--- src/rtl/cfg_port_pkg.sv ---
package cfg_port_pkg;
  localparam int BYTE_W = 8;

  localparam logic [BYTE_W-1:0] KEY_OPEN   = 8'h87;
  localparam logic [BYTE_W-1:0] KEY_CLOSE  = 8'hAA;
  localparam logic [BYTE_W-1:0] BUS_FLOAT  = 8'hFF;

  localparam logic [BYTE_W-1:0] REG_LDSEL  = 8'h07;
  localparam logic [BYTE_W-1:0] REG_DEV_HI = 8'h20;
  localparam logic [BYTE_W-1:0] REG_DEV_LO = 8'h21;
  localparam logic [BYTE_W-1:0] REG_REV    = 8'h22;
  localparam logic [BYTE_W-1:0] REG_MFR_HI = 8'h23;
  localparam logic [BYTE_W-1:0] REG_MFR_LO = 8'h24;
  localparam logic [BYTE_W-1:0] REG_FWD_LO = 8'h30;

  typedef enum logic {
    LK_SHUT = 1'b0,
    LK_OPEN = 1'b1
  } lock_state_e;

  typedef struct packed {
    logic idx;
    logic dat;
  } port_hit_t;
endpackage

--- src/rtl/cfg_port_decode.sv ---
module cfg_port_decode
  import cfg_port_pkg::*;
#(
  parameter int              ADDR_W   = 16,
  parameter logic [ADDR_W-1:0] BASE_PRI = 16'h002E,
  parameter logic [ADDR_W-1:0] BASE_ALT = 16'h004E
) (
  input  logic              strap_alt,
  input  logic [ADDR_W-1:0] addr,
  output port_hit_t         hit
);
  localparam int N_BASE = 2;
  logic [ADDR_W-1:0] base_tab [N_BASE];
  logic [ADDR_W-1:0] base_sel;

  assign base_tab[0] = BASE_PRI;
  assign base_tab[1] = BASE_ALT;
  assign base_sel    = base_tab[strap_alt];

  always_comb begin
    hit.idx = (addr == base_sel);
    hit.dat = (addr == base_sel + ADDR_W'(1));
  end
endmodule

--- src/rtl/cfg_key_fsm.sv ---
module cfg_key_fsm
  import cfg_port_pkg::*;
#(
  parameter int KEY_REPEAT = 2
) (
  input  logic              clk,
  input  logic              rst_n,
  input  logic              idx_wr,
  input  logic [BYTE_W-1:0] wdata,
  output logic              open_o
);
  localparam int CNT_W = $clog2(KEY_REPEAT + 1);
  localparam logic [CNT_W-1:0] CNT_LAST = CNT_W'(KEY_REPEAT - 1);

  lock_state_e      state_q;
  logic [CNT_W-1:0] cnt_q;

  always_ff @(posedge clk) begin
    if (!rst_n) begin
      state_q <= LK_SHUT;
      cnt_q   <= '0;
    end else if (idx_wr) begin
      unique case (state_q)
        LK_SHUT: begin
          if (wdata == KEY_OPEN) begin
            if (cnt_q == CNT_LAST) begin
              state_q <= LK_OPEN;
              cnt_q   <= '0;
            end else begin
              cnt_q <= cnt_q + CNT_W'(1);
            end
          end else begin
            cnt_q <= '0;
          end
        end
        LK_OPEN: begin
          if (wdata == KEY_CLOSE) begin
            state_q <= LK_SHUT;
            cnt_q   <= '0;
          end
        end
        default: state_q <= LK_SHUT;
      endcase
    end
  end

  assign open_o = (state_q == LK_OPEN);
endmodule

--- src/rtl/cfg_reg_bank.sv ---
module cfg_reg_bank
  import cfg_port_pkg::*;
#(
  parameter logic [15:0]       DEV_ID  = 16'h5A31,
  parameter logic [BYTE_W-1:0] DEV_REV = 8'h03,
  parameter logic [15:0]       MFR_ID  = 16'h1934
) (
  input  logic              clk,
  input  logic              rst_n,
  input  logic              idx_load,
  input  logic              dat_wr,
  input  logic [BYTE_W-1:0] wdata,
  input  logic [BYTE_W-1:0] ext_rdata,
  output logic [BYTE_W-1:0] index_q,
  output logic [BYTE_W-1:0] ldsel_q,
  output logic [BYTE_W-1:0] dat_value,
  output logic              fwd_we
);
  logic fwd_zone;

  assign fwd_zone = (index_q >= REG_FWD_LO);
  assign fwd_we   = dat_wr && fwd_zone;

  always_ff @(posedge clk) begin
    if (!rst_n) begin
      index_q <= '0;
      ldsel_q <= '0;
    end else begin
      if (idx_load) index_q <= wdata;
      if (dat_wr && index_q == REG_LDSEL) ldsel_q <= wdata;
    end
  end

  always_comb begin
    if (fwd_zone) begin
      dat_value = ext_rdata;
    end else begin
      unique case (index_q)
        REG_LDSEL:  dat_value = ldsel_q;
        REG_DEV_HI: dat_value = DEV_ID[15:8];
        REG_DEV_LO: dat_value = DEV_ID[7:0];
        REG_REV:    dat_value = DEV_REV;
        REG_MFR_HI: dat_value = MFR_ID[15:8];
        REG_MFR_LO: dat_value = MFR_ID[7:0];
        default:    dat_value = '0;
      endcase
    end
  end
endmodule

--- src/rtl/cfg_host_if.sv ---
module cfg_host_if
  import cfg_port_pkg::*;
(
  input  logic              clk,
  input  logic              rst_n,
  input  logic              req_valid,
  input  logic              req_write,
  input  logic [BYTE_W-1:0] rd_value,
  input  logic              rsp_ready,
  output logic              req_ready,
  output logic              accept,
  output logic              rsp_valid,
  output logic [BYTE_W-1:0] rsp_data
);
  assign req_ready = !rsp_valid || rsp_ready;
  assign accept    = req_valid && req_ready;

  always_ff @(posedge clk) begin
    if (!rst_n) begin
      rsp_valid <= 1'b0;
      rsp_data  <= '0;
    end else if (accept && !req_write) begin
      rsp_valid <= 1'b1;
      rsp_data  <= rd_value;
    end else if (rsp_ready) begin
      rsp_valid <= 1'b0;
    end
  end
endmodule

--- src/rtl/cfg_port_ctrl.sv ---
module cfg_port_ctrl
  import cfg_port_pkg::*;
#(
  parameter int                ADDR_W     = 16,
  parameter logic [ADDR_W-1:0] BASE_PRI   = 16'h002E,
  parameter logic [ADDR_W-1:0] BASE_ALT   = 16'h004E,
  parameter int                KEY_REPEAT = 2,
  parameter logic [15:0]       DEV_ID     = 16'h5A31,
  parameter logic [7:0]        DEV_REV    = 8'h03,
  parameter logic [15:0]       MFR_ID     = 16'h1934
) (
  input  logic              clk,
  input  logic              rst_n,
  input  logic              strap_alt,
  input  logic              req_valid,
  output logic              req_ready,
  input  logic              req_write,
  input  logic [ADDR_W-1:0] req_addr,
  input  logic [7:0]        req_wdata,
  output logic              rsp_valid,
  input  logic              rsp_ready,
  output logic [7:0]        rsp_data,
  output logic [7:0]        ld_sel,
  output logic [7:0]        ld_addr,
  output logic [7:0]        ld_wdata,
  output logic              ld_we,
  input  logic [7:0]        ld_rdata
);
  port_hit_t         hit;
  logic              accept;
  logic              unlocked;
  logic              idx_wr;
  logic              idx_load;
  logic              dat_wr;
  logic [BYTE_W-1:0] index_q;
  logic [BYTE_W-1:0] dat_value;
  logic [BYTE_W-1:0] rd_value;

  cfg_port_decode #(
    .ADDR_W  (ADDR_W),
    .BASE_PRI(BASE_PRI),
    .BASE_ALT(BASE_ALT)
  ) u_dec (
    .strap_alt(strap_alt),
    .addr     (req_addr),
    .hit      (hit)
  );

  assign idx_wr   = accept && req_write && hit.idx;
  assign idx_load = idx_wr && unlocked && (req_wdata != KEY_CLOSE);
  assign dat_wr   = accept && req_write && hit.dat && unlocked;

  cfg_key_fsm #(
    .KEY_REPEAT(KEY_REPEAT)
  ) u_key (
    .clk   (clk),
    .rst_n (rst_n),
    .idx_wr(idx_wr),
    .wdata (req_wdata),
    .open_o(unlocked)
  );

  cfg_reg_bank #(
    .DEV_ID (DEV_ID),
    .DEV_REV(DEV_REV),
    .MFR_ID (MFR_ID)
  ) u_regs (
    .clk      (clk),
    .rst_n    (rst_n),
    .idx_load (idx_load),
    .dat_wr   (dat_wr),
    .wdata    (req_wdata),
    .ext_rdata(ld_rdata),
    .index_q  (index_q),
    .ldsel_q  (ld_sel),
    .dat_value(dat_value),
    .fwd_we   (ld_we)
  );

  always_comb begin
    if (!unlocked)    rd_value = BUS_FLOAT;
    else if (hit.idx) rd_value = index_q;
    else if (hit.dat) rd_value = dat_value;
    else              rd_value = BUS_FLOAT;
  end

  cfg_host_if u_host (
    .clk      (clk),
    .rst_n    (rst_n),
    .req_valid(req_valid),
    .req_write(req_write),
    .rd_value (rd_value),
    .rsp_ready(rsp_ready),
    .req_ready(req_ready),
    .accept   (accept),
    .rsp_valid(rsp_valid),
    .rsp_data (rsp_data)
  );

  assign ld_addr  = index_q;
  assign ld_wdata = req_wdata;
endmodule

--- config.mk ---
export PLATFORM = sky130hd
export DESIGN_NAME = cfg_port_ctrl
export DESIGN_NICKNAME = d
export VERILOG_FILES = /design/src/rtl/cfg_port_pkg.sv /design/src/rtl/cfg_port_decode.sv /design/src/rtl/cfg_key_fsm.sv /design/src/rtl/cfg_reg_bank.sv /design/src/rtl/cfg_host_if.sv /design/src/rtl/cfg_port_ctrl.sv
export SDC_FILE = /design/constraint.sdc
export NUM_CORES = 1
export LEC_CHECK = 0
export CAP_MARGIN = 10
export CORE_MARGIN = 2
export CORE_UTILIZATION = 45
export CTS_CLUSTER_DIAMETER = 40
export CTS_CLUSTER_SIZE = 28
export DETAILED_ROUTE_END_ITERATION = 6
export GPL_ROUTABILITY_DRIVEN = 0
export PLACE_DENSITY = 0.92
export SKIP_LAST_GASP = 1
export SLEW_MARGIN = 10
export SYNTH_ARGS = -nofsm -noshare
export SYNTH_HDL_FRONTEND = slang
export SYNTH_SLANG_ARGS = --single-unit
--- constraint.sdc ---
create_clock -name clk -period 4.4 [get_ports clk]
set_input_delay 1.1 -clock clk [delete_from_list [all_inputs] [get_ports clk]]
set_output_delay 1.1 -clock clk [all_outputs]
set_load 0.01 [all_outputs]
Word level (Yosys, flattened, before mapping)
Cells that the tools add are included.
W data, S select, Z words.
{"block": "word_totals", "romBits": 0, "register_bits": 28, "ram_bits": 0, "latch_bits": 0, "output_inout_bits": 35, "n_memories": 0}
{"block": "op_classes", "div_mod_pow": 0, "bitwise": 2, "multipliers": 0, "mux": 18, "addsub": 2, "shifts": 0, "order_cmp": 2, "n_eq_ne": 13, "reduce_logical": 15}
{"cell": "$pmux W8 S6", "n": 1}
{"cell": "$eq A8 B6 Y1 const B", "n": 5}
{"cell": "$eq A16 B16 Y1", "n": 2}
{"cell": "$mux W16", "n": 2}
{"cell": "$mux W8", "n": 4}
{"cell": "$add A16 B1 Y16 const B", "n": 1}
{"cell": "$eq A8 B8 Y1 const B", "n": 2}
{"cell": "$logic_and A1 B1 Y1", "n": 10}
{"cell": "$eq A8 B3 Y1 const B", "n": 1}
{"cell": "$ge A8 B6 Y1 const B", "n": 1}
{"cell": "$ne A8 B8 Y1 const B", "n": 1}
{"cell": "$mux W7", "n": 1}
{"cell": "$mux W2", "n": 3}
{"cell": "$mux W1", "n": 5}
{"cell": "$pmux W2 S2", "n": 1}
{"cell": "$add A2 B1 Y2 const B", "n": 1}
{"cell": "$eq A2 B1 Y1 const B", "n": 1}
{"cell": "$ge A2 B2 Y1 const B", "n": 1}
{"cell": "$logic_not A1 Y1", "n": 2}
{"cell": "$ne A2 B2 Y1 const B", "n": 1}
{"cell": "$not A1 Y2", "n": 1}
{"cell": "$pmux W1 S2", "n": 1}
{"cell": "$reduce_and A2 Y1", "n": 1}
{"cell": "$reduce_bool A2 Y1", "n": 1}
{"cell": "other kinds (2)", "n": 2}

Logic depth before layout (Yosys ltp)
Gate-level depths: netlist (run 1).
{"block": "logic_depth", "depth_word": 9, "depth_mapped": 6, "depth_no_buf": 5}

Hierarchy
A second synthesis (run 1) with hierarchy kept.
{"block": "unflattened", "cells_unflattened": 199, "area_unflattened_um2": 1815.5}
{"mod": "cfg_reg_bank", "seq_area_each_um2": 320.3, "area_per_inst_um2": 858.3, "cells_each": 89, "n_inst": 1}
{"mod": "cfg_host_if", "seq_area_each_um2": 180.2, "area_per_inst_um2": 396.6, "cells_each": 41, "n_inst": 1}
{"mod": "cfg_port_ctrl", "seq_area_each_um2": 0.0, "area_per_inst_um2": 277.8, "cells_each": 39, "n_inst": 1}
{"mod": "cfg_key_fsm", "seq_area_each_um2": 60.1, "area_per_inst_um2": 187.7, "cells_each": 18, "n_inst": 1}
{"mod": "cfg_port_decode", "seq_area_each_um2": 0.0, "area_per_inst_um2": 95.1, "cells_each": 12, "n_inst": 1}

Worst setup path after synthesis (run 1)
No wires, ideal clock.
{"block": "synth_timing", "path_type": "input-to-output", "from": "in req_addr[13]", "to": "out ld_we", "required_ps": 3300, "t_arrival_ps": 2154, "path_slack_ps": 1146, "stages": 3, "path_cell_list": "or4_4 > nor4_1 > and3b_1"}
{"block": "synth_between", "elab_chain_len": 4}
{"item": "from (decl)", "line": "cfg_port_ctrl.sv:18", "text": "input logic [ADDR_W-1:0] req_addr,"}
{"item": "$eq A16 B16 Y1", "line": "cfg_port_decode.sv:22", "text": "hit.dat = (addr == base_sel + ADDR_W'(1));"}
{"item": "$logic_and A1 B1 Y1 (2 in series)", "line": "cfg_port_ctrl.sv:51", "text": "assign dat_wr = accept && req_write && hit.dat && unlocked;"}
{"item": "$logic_and A1 B1 Y1", "line": "cfg_reg_bank.sv:22", "text": "assign fwd_we = dat_wr && fwd_zone;"}
{"item": "to (decl)", "line": "cfg_port_ctrl.sv:26", "text": "output logic ld_we,"}
No other way between the ends.

Final worst setup path (run 1)
Ends and elaborated chain as after synthesis.

==> impl_metrics.json, run 1 <==
{
  "netlist_area_um2": 1600,
  "setup_viol": 0,
  "cpPeakStageDelay_ns": 0.60,
  "synthArstFlopShare_pct": 0,
  "grt_pass1_wl_um": 7020,
  "grt_util_all_layers_pct": 21.4,
  "start_kind": "input pin",
  "hp-start": "u_regs.ldsel_q[0]",
  "leakagePower_uw": 0.000929,
  "vdd_drop_max_uv": 108,
  "cts_resized": 0,
  "routed_wl_um": 4160,
  "worstReg2RegStart": "u_host.rsp_valid",
  "dpl.hpwl_um": 3290,
  "syn_nets": 230,
  "clkSinkCount": 28,
  "syn_inst": 192,
  "slew_headroom_pct": 23.8,
  "drt.antenna.violating_nets": 0,
  "arrival_ns": 3.20,
  "clk_latency_ns": 0.34,
  "core_area_um2": 3390,
  "grt_pass1_vias": 1613,
  "layout_commonest_cell": "clkdlybuf4s50_1",
  "n_antenna_cell": 0,
  "holdWs_ns": 0.493,
  "portBuffers": 72,
  "path_delay_family": "simple AND/OR/NAND/NOR gates",
  "viasPerCell": 5.51,
  "synthToLayoutAreaGrowth_pct": 44.2,
  "clkTransAtPathRegs_ns": 0.14,
  "post_drt_wl_per_cell_um": 14.1,
  "num_vias": 1626,
  "postCtsSetupBuffers": 0,
  "cp_slowest_cell": "or4_4",
  "crit_path_cell_trace": "clkdlybuf4s50_1 -> or4_4 -> nor4_1 -> and3b_1 -> clkdlybuf4s50_1",
  "crit_path_frequent_cell": "clkdlybuf4s50_1",
  "synth_cell_types": 44,
  "grt_overflow_total": 0,
  "seq_area_frac_synth_pct": 35.0,
  "cap_violations": 0,
  "antenna_found_initial": 0,
  "dr.first_iter.drc_count": 81,
  "drc_errors": 0,
  "drt-pass1-iter-count": 4,
  "fp.dieW_um": 63.7,
  "synth-seq-cells": 28,
  "fin_crit_sh_pct": 97.8,
  "root_buffer": "clkbuf_4",
  "crit_type": "in -> out",
  "clockBufferDepth": 2,
  "yosysWarnings": 0,
  "die_height_um": 63.7,
  "ys.flop_type": "dfxtp_1",
  "endpoint_kind": "output port",
  "layout_common_cells": "72 x clkdlybuf4s50_1, 39 x nand2_1, 28 x dfxtp_1",
  "hold_buffers": 0,
  "cp-startpoint": "req_addr[13]",
  "tritoncts": "done",
  "h-tree-depth": 1,
  "slew_violations": 0,
  "hold_class": "reg -> reg",
  "skew_ns": 0.0103,
  "synth_edf_count": 0,
  "setup_tns_ns": 0,
  "tightest_slew_ns": 1.14,
  "timing.critical_path.buf_inv": 2,
  "p_per_area_nw_per_um2": 206,
  "n_fill_cell": 281,
  "grt_max_degree": 38,
  "avgSynthCellArea_um2": 8.35,
  "timing.fmax_mhz": 232,
  "path_max_fanout": 5,
  "die_area_um2": 4060,
  "cp.required_ns": 3.30,
  "nNetsFinal": 288,
  "rows": 21,
  "cts_buffers": 3,
  "rsz0062_at_grt": "false",
  "initial_core_util_pct": 47.3,
  "ioPinCount": 73,
  "status": "completed",
  "period_minus_slack_ns": 4.30,
  "hold_violations": 0,
  "drive_gt1_share_pct": 4.82
}
[registers in the layout (all words and copies together) (netlist names)]
register,count
u_host.rsp_data,8
u_regs.index_q,8
u_host.rsp_valid,1
u_key.cnt_q,2
u_regs.ldsel_q,8
u_key.open_o,1
[area by class of cell]
cell class / count / area (um^2) / share of cell area, %
repair buffers: 73 / 728 / 31.5
multi-input cells: 140 / 913 / 39.5
well taps: 46 / 57.6 / 2.49
flip-flops and latches: 28 / 561 / 24.3
clock buffers: 4 / 36.3 / 1.57
inverters: 4 / 15.0 / 0.650
[worst paths after layout]
kind / end / slack (ns) / cells after the start
max reg2reg: u_host.rsp_data[0] / 2.69 / 5
min reg2reg: u_regs.ldsel_q[0] / 0.49 / 2
max: ld_we / 0.1 / 5
min: u_regs.ldsel_q[0] / 0.49 / 2
[cell families (layout without fill, tap and decap cells)]
group,Yosys count,after routing,synth area share [%]
AND/OR/NAND/NOR,77,77,28.6
AO/OA/AOI/OAI,46,46,17.7
flip-flops,28,28,35.0
buffers and inverters,24,81,8.04
multiplexers,17,17,10.6
[power by group]
| part | leakage [uW] | total [uW] | switching, uW | internal (uW) |
|---|---|---|---|---|
| combinational | 0.000681 | 87.5 | 33.9 | 53.6 |
| clock | 0.0000210 | 127 | 76.7 | 50.7 |
| sequential | 0.000227 | 262 | 2.55 | 259 |
| total | 0.000929 | 477 | 113 | 364 |
[metal layers]
| layer | share of wire, % | vias up | wire length (um) | track usage, % |
|---|---|---|---|---|
| met5 | 0 | - | 0 | 0 |
| li1 | - | 805 | - | - |
| met1 | 43 | 756 | 1800 | 26.3 |
| met2 | 51 | 63 | 2110 | 40.0 |
| met4 | 0.58 | 0 | 24 | 4.08 |
| met3 | 5.4 | 2 | 223 | 2.32 |
[metrics by stage]
stage	cell area (um^2)	setup slack (ns)	util, %	power [uW]	std cells
4_1_cts	2310	0.0993	68.2	481	295
3_3_place_gp	2270	0.228	67.1	352	291
6_report	2310	0.0988	68.2	477	295
5_1_grt	2310	0.0236	68.2	495	295
2_1_floorplan	1600	1.15	-	300	192
3_5_place_dp	2270	0.0993	67.1	355	291
[synth_stat cells (2+ instances only)]
library cell / count / area share, %
or4_1: 2 / 0.94
nand3b_1: 2 / 0.94
a31oi_1: 2 / 0.78
o22ai_1: 3 / 1.2
nor4_4: 2 / 2.7
nor4_1: 4 / 1.6
a21oi_1: 13 / 4.1
nand2_1: 39 / 9.1
clkbuf_1: 8 / 1.9
buf_1: 2 / 0.47
o211ai_1: 3 / 1.4
and3b_1: 3 / 1.6
buf_4: 8 / 3.7
nor2_1: 2 / 0.47
nor3b_1: 2 / 0.94
dfxtp_1: 28 / 35
nand2b_1: 3 / 1.2
a32oi_1: 3 / 1.6
o21ai_0: 14 / 4.4
mux2i_1: 17 / 11
nand3_1: 5 / 1.6
inv_1: 4 / 0.94
nor2b_1: 2 / 0.78
[tightest hold or removal path, delay by kind of cell, from the launching register on]
family           cells  cell delay, ns
DFF                  1            0.35
and+or+nand+nor      1            0.06
muxes                1            0.05
Note: power is estimated with default switching activity, not from simulation.
==> run 2: changes to the inputs <==
- GPL_ROUTABILITY_DRIVEN: 0 -> unset
==> results of run 2 <==
The final DEF is identical to that of run 1; final timing and power are the same.
==> run 3: changes to the inputs <==
- CAP_MARGIN: 10 -> 15
- CORE_MARGIN: 2 -> unset
==> impl_metrics.json, run 3 (synthesis gave the netlist of run 1 again) <==
{
  "antenna_found_initial": 0,
  "grt_overflow_total": 0,
  "total_power_uw": 519,
  "path_max_fanout": 5,
  "die_height_um": 61.7,
  "hold_buffers": 0,
  "h-tree-depth": 1,
  "grt_util_all_layers_pct": 23.0,
  "tritoncts": "done",
  "timing.critical_path.buf_inv": 2,
  "clkSinkCount": 28,
  "largestRegisters": "u_host.rsp_data: 8 flops, u_regs.index_q: 8 flops, u_regs.ldsel_q: 8 flops",
  "hold_class": "reg -> reg",
  "drt-pass1-iter-count": 4,
  "viasPerCell": 5.46,
  "dr.first_iter.drc_count": 95,
  "fp.dieW_um": 61.7,
  "n_fill_cell": 293,
  "skew_ns": 0.0103,
  "grt_pass1_vias": 1486,
  "core_area_um2": 3360,
  "slew_violations": 0,
  "initial_core_util_pct": 47.7,
  "num_vias": 1616,
  "drc_errors": 0,
  "leakagePower_uw": 0.000949,
  "drive_gt1_share_pct": 5.20,
  "cpPeakStageDelay_ns": 0.60,
  "dpl.hpwl_um": 3120,
  "arrival_ns": 3.09,
  "postCtsSetupBuffers": 0,
  "clockBufferDepth": 2,
  "grt_pass1_wl_um": 6580,
  "timing.fmax_mhz": 239,
  "setup_viol": 0,
  "cap_violations": 0,
  "grt_max_degree": 38,
  "cts_buffers": 3,
  "rows": 21,
  "synthToLayoutAreaGrowth_pct": 46.9,
  "rsz0062_at_grt": "false",
  "path_delay_family": "simple AND/OR/NAND/NOR gates",
  "die_area_um2": 3800,
  "slew_headroom_pct": 59.9,
  "drt.antenna.violating_nets": 0,
  "cts_resized": 0,
  "ioPinCount": 73,
  "vdd_drop_max_uv": 121,
  "routed_wl_um": 4070,
  "post_drt_wl_per_cell_um": 13.7,
  "path_depth": 5,
  "cp.required_ns": 3.30,
  "globalplace.congestion": 0.798,
  "crit_path_cell_trace": "clkdlybuf4s50_1 -> or4_4 -> nor4_1 -> and3b_1 -> clkdlybuf4s50_1",
  "root_buffer": "clkbuf_4",
  "layout_commonest_cell": "clkdlybuf4s50_1",
  "portBuffers": 72,
  "p_per_area_nw_per_um2": 220,
  "endpoint_kind": "output port",
  "layout_common_cells": "72 x clkdlybuf4s50_1, 39 x nand2_1, 28 x dfxtp_1",
  "hold_violations": 0,
  "n_antenna_cell": 0,
  "clk_latency_ns": 0.33,
  "period_minus_slack_ns": 4.19,
  "setup_tns_ns": 0,
  "cp_slowest_cell": "or4_4",
  "start_kind": "input pin",
  "whs_path_depth": 1,
  "status": "completed",
  "crit_type": "in -> out",
  "crit_path_frequent_cell": "clkdlybuf4s50_1",
  "nNetsFinal": 289,
  "tightest_slew_ns": 0.596,
  "clkTransAtPathRegs_ns": 0.14,
  "fin_crit_sh_pct": 95.1,
  "r2r_cells": 5
}
## run 3: changes by cell type in the layout (fill, tap and decap cells not counted), sizes merged
| cell | change |
|---|---|
| bufinv | +1 |
| clkbuf | -1 |
| buf | +1 |
## run 3: power breakdown
group	internal (uW)	total (uW)	leakage [uW]	switching, uW
clock network	92.2	168	0.0000279	75.5
registers	259	262	0.000227	2.36
logic	55.9	89.4	0.000693	33.5
total	407	519	0.000949	111
## run 3: stage by stage
stage | cells | cell area (um^2) | hold WS, ns | utilization, % | worst slack [ns]
floorplan | 192 | 1600 | 0.440 | - | 1.15
global placement | 291 | 2270 | 0.445 | 67.6 | 0.228
detailed placement | 291 | 2270 | 0.450 | 67.6 | 0.192
CTS | 295 | 2330 | 0.469 | 69.2 | 0.190
global route | 296 | 2350 | 0.485 | 70.0 | 0.145
finish | 296 | 2350 | 0.467 | 70.0 | 0.214
## run 3: final cells by class
| type | count | area [um^2] | area share, % |
|---|---|---|---|
| Inverter | 4 | 15.0 | 0.638 |
| Sequential cell | 28 | 561 | 23.8 |
| Timing Repair Buffer | 74 | 756 | 32.1 |
| Clock inverter | 1 | 30.0 | 1.28 |
| Clock buffer | 3 | 22.5 | 0.956 |
| Multi-Input combinational cell | 140 | 913 | 38.8 |
| Tap cell | 46 | 57.6 | 2.44 |
## run 3: routing by layer
metal / vias up / GRT usage [%] / part of all wire (%)
li1: 809 / - / -
met1: 741 / 28.1 / 44
met2: 63 / 42.9 / 50
met3: 3 / 3.57 / 5.7
met4: 0 / 3.81 / 0.47
met5: - / 0 / 0
## run 3: worst paths after layout
| path | start | endpoint | slack, ns |
|---|---|---|---|
| max | req_addr[13] | ld_we | 0.21 |
| min | u_key.cnt_q[1] | u_key.cnt_q[1] | 0.47 |
| max reg2reg | u_host.rsp_valid | u_host.rsp_data[7] | 2.70 |
| min reg2reg | u_key.cnt_q[1] | u_key.cnt_q[1] | 0.47 |
## run 3: worst reg2reg max path: cells and delay by family, from the launching register on
family	cells	cell delay [ns]
and+or+nand+nor	4	1.12
DFF	1	0.33
AOI/OAI and AO/OA	1	0.12
